## config.mk

```make
export PLATFORM = sky130hd
export DESIGN_NAME = serial_tune_rx
export DESIGN_NICKNAME = d
export VERILOG_FILES = /design/src/rtl/stw_pkg.sv /design/src/rtl/stw_sync.sv /design/src/rtl/stw_framer.sv /design/src/rtl/stw_latches.sv /design/src/rtl/serial_tune_rx.sv
export SDC_FILE = /design/constraint.sdc
export NUM_CORES = 1
export LEC_CHECK = 0
export ABC_CLOCK_PERIOD_IN_PS = 2900
export BUFFER_PORTS_ARGS = -buffer_cell sky130_fd_sc_hd__buf_2
export CORE_MARGIN = 1.5
export CORE_UTILIZATION = 49
export CTS_CLUSTER_SIZE = 40
export DETAILED_ROUTE_END_ITERATION = 7
export MAX_ROUTING_LAYER = met4
export PLACE_DENSITY = 0.78
export SLEW_MARGIN = 20
export SYNTH_ARGS = -nofsm -noshare
export SYNTH_HDL_FRONTEND = slang
export SYNTH_SLANG_ARGS = --single-unit
export TNS_END_PERCENT = 5
```

## constraint.sdc

```tcl
create_clock -name clk -period 2.9 [get_ports clk]
set_input_delay 0.725 -clock clk [delete_from_list [all_inputs] [get_ports clk]]
set_output_delay 0.725 -clock clk [all_outputs]
set_load 0.03 [all_outputs]
```

## src/rtl/stw_pkg.sv

```systemverilog
package stw_pkg;
  localparam int PAY_BITS  = 15;
  localparam int GATE_BIT  = 8;
  localparam int SLEEP_BIT = 4;
  localparam int GATED_W   = 8;
endpackage

```

## src/rtl/stw_sync.sv

```systemverilog
module stw_sync #(
  parameter int W      = 3,
  parameter int STAGES = 2
) (
  input  logic         clk,
  input  logic         rst_n,
  input  logic [W-1:0] din,
  output logic [W-1:0] dout
);
  logic [W-1:0] st [STAGES];

  for (genvar g = 0; g < STAGES; g++) begin : g_st
    if (g == 0) begin : g_first
      always_ff @(posedge clk or negedge rst_n)
        if (!rst_n) st[g] <= '0;
        else        st[g] <= din;
    end else begin : g_next
      always_ff @(posedge clk or negedge rst_n)
        if (!rst_n) st[g] <= '0;
        else        st[g] <= st[g-1];
    end
  end

  assign dout = st[STAGES-1];
endmodule

```

## src/rtl/stw_framer.sv

```systemverilog
module stw_framer #(
  parameter int WORD_W      = 16,
  parameter int INIT_PULSES = 10
) (
  input  logic              clk,
  input  logic              rst_n,
  input  logic              d,
  input  logic              c,
  input  logic              e,
  output logic [WORD_W-1:0] word,
  output logic              load_go,
  output logic              idle_hit,
  output logic              en_rise
);
  localparam int CNT_W  = $clog2(WORD_W + 2);
  localparam int IDLE_W = $clog2(INIT_PULSES + 1);

  logic              c_prev, e_prev, pend;
  logic [CNT_W-1:0]  cnt;
  logic [IDLE_W-1:0] idle;
  logic [WORD_W-1:0] sr;
  logic              c_rise, e_fall;

  assign c_rise   = c & ~c_prev;
  assign e_fall   = ~e & e_prev;
  assign en_rise  = e & ~e_prev;
  assign load_go  = ~e & c_rise & pend;
  assign idle_hit = ~e & c_rise & (idle == IDLE_W'(INIT_PULSES - 1));
  assign word     = sr;

  always_ff @(posedge clk or negedge rst_n) begin
    if (!rst_n) begin
      c_prev <= 1'b0;
      e_prev <= 1'b0;
      pend   <= 1'b0;
      cnt    <= '0;
      idle   <= '0;
      sr     <= '0;
    end else begin
      c_prev <= c;
      e_prev <= e;
      if (en_rise) begin
        cnt  <= '0;
        idle <= '0;
        pend <= 1'b0;
      end
      if (e && c_rise) begin
        sr <= {sr[WORD_W-2:0], d};
        if (cnt != '1) cnt <= cnt + 1'b1;
      end
      if (e_fall) pend <= (cnt == CNT_W'(WORD_W));
      if (!e && c_rise) begin
        pend <= 1'b0;
        if (idle != IDLE_W'(INIT_PULSES)) idle <= idle + 1'b1;
      end
    end
  end

  // a frame is only held for transfer when it counted exactly WORD_W bits
  assert_exact_len_R3: assert property (@(posedge clk) disable iff (!rst_n)
    $rose(pend) |-> $past(cnt) == CNT_W'(WORD_W));
  // transfers only ever occur with the enable low
  assert_load_en_low_R4: assert property (@(posedge clk) disable iff (!rst_n)
    load_go |-> !e && !$past(e_fall));
endmodule

```

## src/rtl/stw_latches.sv

```systemverilog
module stw_latches #(
  parameter int WORD_W = 16
) (
  input  logic                         clk,
  input  logic                         rst_n,
  input  logic                         load_go,
  input  logic                         idle_hit,
  input  logic                         en_rise,
  input  logic [WORD_W-1:0]            word,
  output logic [stw_pkg::PAY_BITS-1:0] freq,
  output logic [stw_pkg::PAY_BITS-1:0] ctrl,
  output logic                         uninit,
  output logic                         sleep
);
  import stw_pkg::*;

  logic [PAY_BITS-1:0] b_val;

  always_comb begin
    b_val = word[PAY_BITS-1:0];
    if (!b_val[GATE_BIT]) b_val[GATED_W-1:0] = '0;
  end

  always_ff @(posedge clk or negedge rst_n) begin
    if (!rst_n) begin
      freq   <= '0;
      ctrl   <= '0;
      uninit <= 1'b1;
      sleep  <= 1'b0;
    end else if (load_go) begin
      if (word[WORD_W-1]) begin
        ctrl   <= b_val;
        uninit <= 1'b0;
        sleep  <= b_val[SLEEP_BIT];
      end else if (!uninit) begin
        freq  <= word[PAY_BITS-1:0];
        sleep <= ctrl[SLEEP_BIT];
      end
    end else if (en_rise || idle_hit) begin
      sleep <= 1'b0;
    end
  end

  // frequency register never moves while uninitialised
  assert_freq_needs_init_R7: assert property (@(posedge clk) disable iff (!rst_n)
    !$stable(freq) |-> !$past(uninit));
  // gated low bits stay zero whenever gate bit is clear
  assert_gate_clears_low_R6: assert property (@(posedge clk) disable iff (!rst_n)
    !ctrl[GATE_BIT] |-> ctrl[GATED_W-1:0] == '0);
  // sleep indication only while power-save bit is set
  assert_sleep_needs_bit_R8: assert property (@(posedge clk) disable iff (!rst_n)
    sleep |-> ctrl[SLEEP_BIT]);
  // initialisation clears only on a transfer
  assert_init_on_load_R5: assert property (@(posedge clk) disable iff (!rst_n)
    $fell(uninit) |-> $past(load_go));
endmodule

```

## src/rtl/serial_tune_rx.sv

```systemverilog
module serial_tune_rx #(
  parameter int WORD_W      = 16,
  parameter int INIT_PULSES = 10,
  parameter int SYNC_STAGES = 2
) (
  input  logic        clk,
  input  logic        rst_n,
  input  logic        ser_data_i,
  input  logic        ser_clk_i,
  input  logic        ser_en_i,
  output logic [14:0] freq_o,
  output logic [14:0] ctrl_o,
  output logic        not_init_o,
  output logic        rx_sleep_o
);
  logic [2:0]        lines;
  logic              load_go, idle_hit, en_rise;
  logic [WORD_W-1:0] word;

  stw_sync #(.W(3), .STAGES(SYNC_STAGES)) u_sync (
    .clk(clk), .rst_n(rst_n),
    .din({ser_data_i, ser_clk_i, ser_en_i}), .dout(lines));

  stw_framer #(.WORD_W(WORD_W), .INIT_PULSES(INIT_PULSES)) u_frame (
    .clk(clk), .rst_n(rst_n),
    .d(lines[2]), .c(lines[1]), .e(lines[0]),
    .word(word), .load_go(load_go), .idle_hit(idle_hit), .en_rise(en_rise));

  stw_latches #(.WORD_W(WORD_W)) u_lat (
    .clk(clk), .rst_n(rst_n),
    .load_go(load_go), .idle_hit(idle_hit), .en_rise(en_rise), .word(word),
    .freq(freq_o), .ctrl(ctrl_o), .uninit(not_init_o), .sleep(rx_sleep_o));
endmodule

```

======== Word level (Yosys, flattened, before mapping) ========
Index checks and enable logic that the tools add are counted.
storage, ports and cells
  flip-flop bits (word level) ............. 66
  input port bits ......................... 5
  output and inout bits ................... 32
  logic and storage cells ................. 53
cells by class
  add/sub/neg operators ................... 2
  equal/unequal tests ..................... 5
  multiplexer cells ....................... 14
  bitwise gates (word level) .............. 11
  reduce and logical (&&, ||, !) cells .... 9
operators with widths
  kind                   count
  $mux W5                3
  $mux W4                3
  $mux W8                1
  $mux W1                7
  $and A1 B1 Y1          6
  $add A5 B1 Y5 const B  1
  $eq A5 B5 Y1 const B   1
  $ne A5 B5 Y1 const B   1
  $not A1 Y1             5
  $add A4 B1 Y4 const B  1
  $eq A4 B4 Y1 const B   1
  $ne A4 B4 Y1 const B   1
  $reduce_and A2 Y1      2
  $ne A3 B3 Y1 const B   1
  $reduce_and A3 Y1      1
  $reduce_bool A3 Y1     1
  $logic_and A1 B1 Y1    2
  $reduce_bool A2 Y1     1
  $logic_not A1 Y1       1
  $logic_or A1 B1 Y1     1

======== Depth between registers and ports, before layout ========
  word-level depth ........................ 7
  mapped depth ............................ 7
  gate-level depth less buffers ........... 6

======== Hierarchy ========
A second synthesis with hierarchy kept.
unflattened totals
  cell total of the unflattened synthesis .. 205
  area total of the unflattened synthesis .. 2786.4 um^2
modules (own cells, without submodules)
  module       instances  cells an instance  area an instance (um^2)  sequential area each (um^2)
  stw_framer   1          105                1343.8                   700.7
  stw_latches  1          91                 1270.0                   802.0
  stw_sync     1          9                  172.7                    150.1

======== Worst setup path before layout ========
Ideal clock, no wire load.
  path kind ............................... reg2reg
  start point ............................. register u_frame.cnt[0]
  end point ............................... register u_frame.cnt[2]
  setup time .............................. 0.126 ns
  data arrival time ....................... 1.671 ns
  required time ........................... 2.774 ns
  slack ................................... 1.103 ns
  cell stages (with the launch flop) ...... 8
  path buffers ............................ 1
  period minus slack after synthesis ...... 1.797 ns
  cells stage by stage .................... dfrtp_1 ha_1 and3_1 ha_1 nor4bb_1 buf_2 mux2i_1 mux2i_1
on the way
  word-level cells in the longest chain between the ends .. 3
  elaborated cells between the ends (all ways) .. 4
  classes of those cells .................. add/sub (1); eq/ne (1); mux (2)
ends and longest elaborated chain
  element                                               line              RTL
  start: declaration                                    stw_framer.sv:19  logic [CNT_W-1:0] cnt;
  start signal: assignment                              stw_framer.sv:49  if (cnt != '1) cnt <= cnt + 1'b1;
  $add A5 B1 Y5 / $ne A5 B5 Y1 (equally long branches)  stw_framer.sv:49
  $mux W5 (*)                                           stw_framer.sv:49
  $mux W5 (*)                                           stw_framer.sv:47  if (e && c_rise) begin
Mark *: on every way between the ends. The rest lies on a longest branch, timed or not.
A chain may end at the register's enable or synchronous reset.

======== Final worst setup path ========
Ends and elaborated chain as after synthesis.

==> flow_summary.toml <==
[run_status]
run_status = "finished, final reports clean"

[floorplanning]
dieArea_sq_um = 6060
floorplan.die.width_um = 77.8
die_span_y_um = 77.8
design.core.area_sq_um = 5440
initial_core_util_pct = 50.4
placementRows = 27
ios = 37

[sta]
fin_worst_hold_slack_ps = 349
final_period_minus_worst_setup_slack_ps = 1920
layout_setup_ws_ps = 981
worstMarginPinSlew_ps = 647
number_of_hold_violations_in_the_final_report = 0
unrepaired_setup_endpoints_after_global_routing = "no"
slew_headroom_pct = 56.9
fin_worst_skew_ps = 4.01
maximum_clock_frequency_ghz = 0.521
finalSetupViolations = 0
setup-tns-final_ps = 0
final_max_tran_viols = 0
period_utilization_pct = 66.2

[clocking]
cts_tree = "yes"
ctsLongestPathBuffers = 2
root_buffer = "clkbuf_8"
htree_num_levels = 3
cts.clk_slew.worst_paths_ps = 60
post-cts-setup-buffer-count = 0
cts_repair_resize_count = 0
cts_hold_repair.buffers = 0
tritoncts_num_sinks = 66
clk-insertion-delay-late_ps = 330
cts-buffers-inserted = 9

[route]
drtIter0Drc = 91
avgViaCountPerCell = 5.20
postRouteWirelength_mm = 4.56
dr.pass1.iters = 4
drc = 0
via_count = 1595
route.antenna.remaining_nets = 0
routedWlPerCell_um = 14.9

[pwr]
vdd_ir_drop_max_v = 0.000429
cellPowerDensity_nw_per_um2 = 662
leakage_uw = 0.00168
power.share.clock_pct = 36.6
power.share.combinational_pct = 10.7
seq_power_share_pct = 52.7
post_layout_power_uw = 2120
power.share.switching_pct = 25.1
power.internal_uw = 1580
power.net_switching_uw = 531

[worst_setup_path]
cp.arrival_ps = 2140
worstPathCellList = "ha_1 > and3_1 > ha_1 > nor4bb_1 > buf_4 > mux2i_1 > mux2i_1"
worst-setup-path-type = "reg2reg"
crit_slowest_cell = "dfrtp_1"
required_ps = 3120
critical_path.max_fanout = 9
worstSetupStartpointType = "flip-flop"
worstPathBufferInverterCount = 1
cpPeakStageDelay_ps = 420
crit_path_end_kind = "flip-flop"
path_delay_family = "simple AND/OR/NAND/NOR gates"

[layout]
post_route_cells_drive_above_1_share_pct = 45.1
layout.cell_area.non_filler_sq_um = 3200
layout_common_cells = "65 x dfrtp_1, 36 x buf_2, 29 x mux2_2, 12 x nand2_1, 12 x clkbuf_8"
layout_commonest_cell = "dfrtp_1"
fin_nets = 242
area_delta_synth_final_pct = 16.5
antennaDiodeCount = 0

[global_routing]
initial_antenna_violation_count = 0
grt_usage_pct = 17.4
largest_net_degree_at_the_start_of_global_routing = 39
grt_first_pass_wirelength_mm = 7.67
grt.overflow.total = 0
grt_pass1_vias = 1513

[logic_synthesis]
post_synthesis_cell_area_sq_um = 2740
synth_top_area_cell = "dfrtp_1"
yosys-top-cells-area = "dfrtp_1 59%, mux2_2 12%, mux2_4 5.5%, a21bo_2 3.3%, ha_1 2.7%"
synthFlopType = "dfrtp_1"
synth.yosys.warnings = 0
synthDominantCellAreaShare_pct = 59.3
synth_cells = 190
ys_types = 36
synth_seq_cells = 66
synth-edff-count = 0
synthArstFlopShare_pct = 100
synth.yosys.seq_area_share_pct = 60.3
synth.net_count = 201
syn_area_per_cell_sq_um = 14.4

[place]
dpl.hpwl_mm = 2.94
placed_area_sq_um = 2990
place.port_buffers = 36
worst_slack_at_placement_ps = 985
gpl.final_weighted_congestion = 0.823

[min_path]
hp-class = "reg2reg"

[job]
drv_cap = 0
[sequential cells by signal, indices dropped and copies added (netlist names)]
register,flops
u_frame.c_prev,1
u_frame.idle,4
u_lat.freq,15
u_sync.st,3
u_frame.word,16
u_lat.uninit,1
u_lat.sleep,1
u_frame.cnt,5
u_lat.ctrl,15
u_sync.dout,3
u_frame.e_prev,1
u_frame.pend,1
[per-stage QoR]
step | utilization, % | std cells
global route | 58.8 | 307
CTS | 58.8 | 307
detailed placement | 55.0 | 292
floorplan | - | 190
global placement | 55.0 | 292
finish | 58.8 | 307
[cells in the mapped netlist, drive strengths merged, types with 2 or more instances]
master   n
dfrtp   65
mux2    39
nand2   14
a21bo    9
nand4    9
ha       6
buf      5
inv      5
mux2i    5
clkbuf   3
nand3    3
nand3b   3
o21ai    3
and2     2
nor2     2
o211ai   2
[per-layer routing]
layer | vias to the layer above | track usage (%) | part of all wire, %
li1 | 757 | - | -
met4 | 0 | 4.91 | 1.3
met3 | 9 | 6.71 | 4.9
met1 | 795 | 24.3 | 49
met2 | 34 | 23.7 | 45
met5 | - | - | 0
[final cells by class]
cell class              instances  area, sq um
clock buffers                  13          169
clock inverters                 2         35.0
fillers                       425         2240
inverters                       5         18.8
multi-input cells             111         1020
flip-flops and latches         66         1650
well taps                      72         90.1
repair buffers                 38          208
[logic make-up after synthesis]
logic type,after synthesis,share of synthesized area (%)
and+or+nand+nor,42,9.54
muxes,44,19.2
DFF,66,60.3
adders and majority gates,6,2.74
buffers and inverters,13,2.46
AOI/OAI and AO/OA,19,5.79
[path summary, 6_finish.rpt]
path / slack, ps / cells past startpoint / end / from
hold / removal: 350 / 0 / u_sync.dout[2] / u_sync.st[5]
setup reg to reg: 980 / 7 / u_frame.cnt[2] / u_frame.cnt[0]
min in group asynchronous: 410 / 1 / u_sync.st[5] / rst_n
setup / recovery: 980 / 7 / u_frame.cnt[2] / u_frame.cnt[0]
max in group asynchronous: 1870 / 2 / u_frame.cnt[1] / rst_n
hold reg to reg: 350 / 0 / u_sync.dout[2] / u_sync.st[5]
[power by group through the flow]
stage,clock network [uW],registers (uW),logic [uW]
global route,842,1130,250
global placement,0,1130,224
CTS,796,1110,231
finish,774,1110,227
detailed placement,0,1130,230
floorplan,0,1140,123
Note: power is estimated with default switching activity, not from simulation.
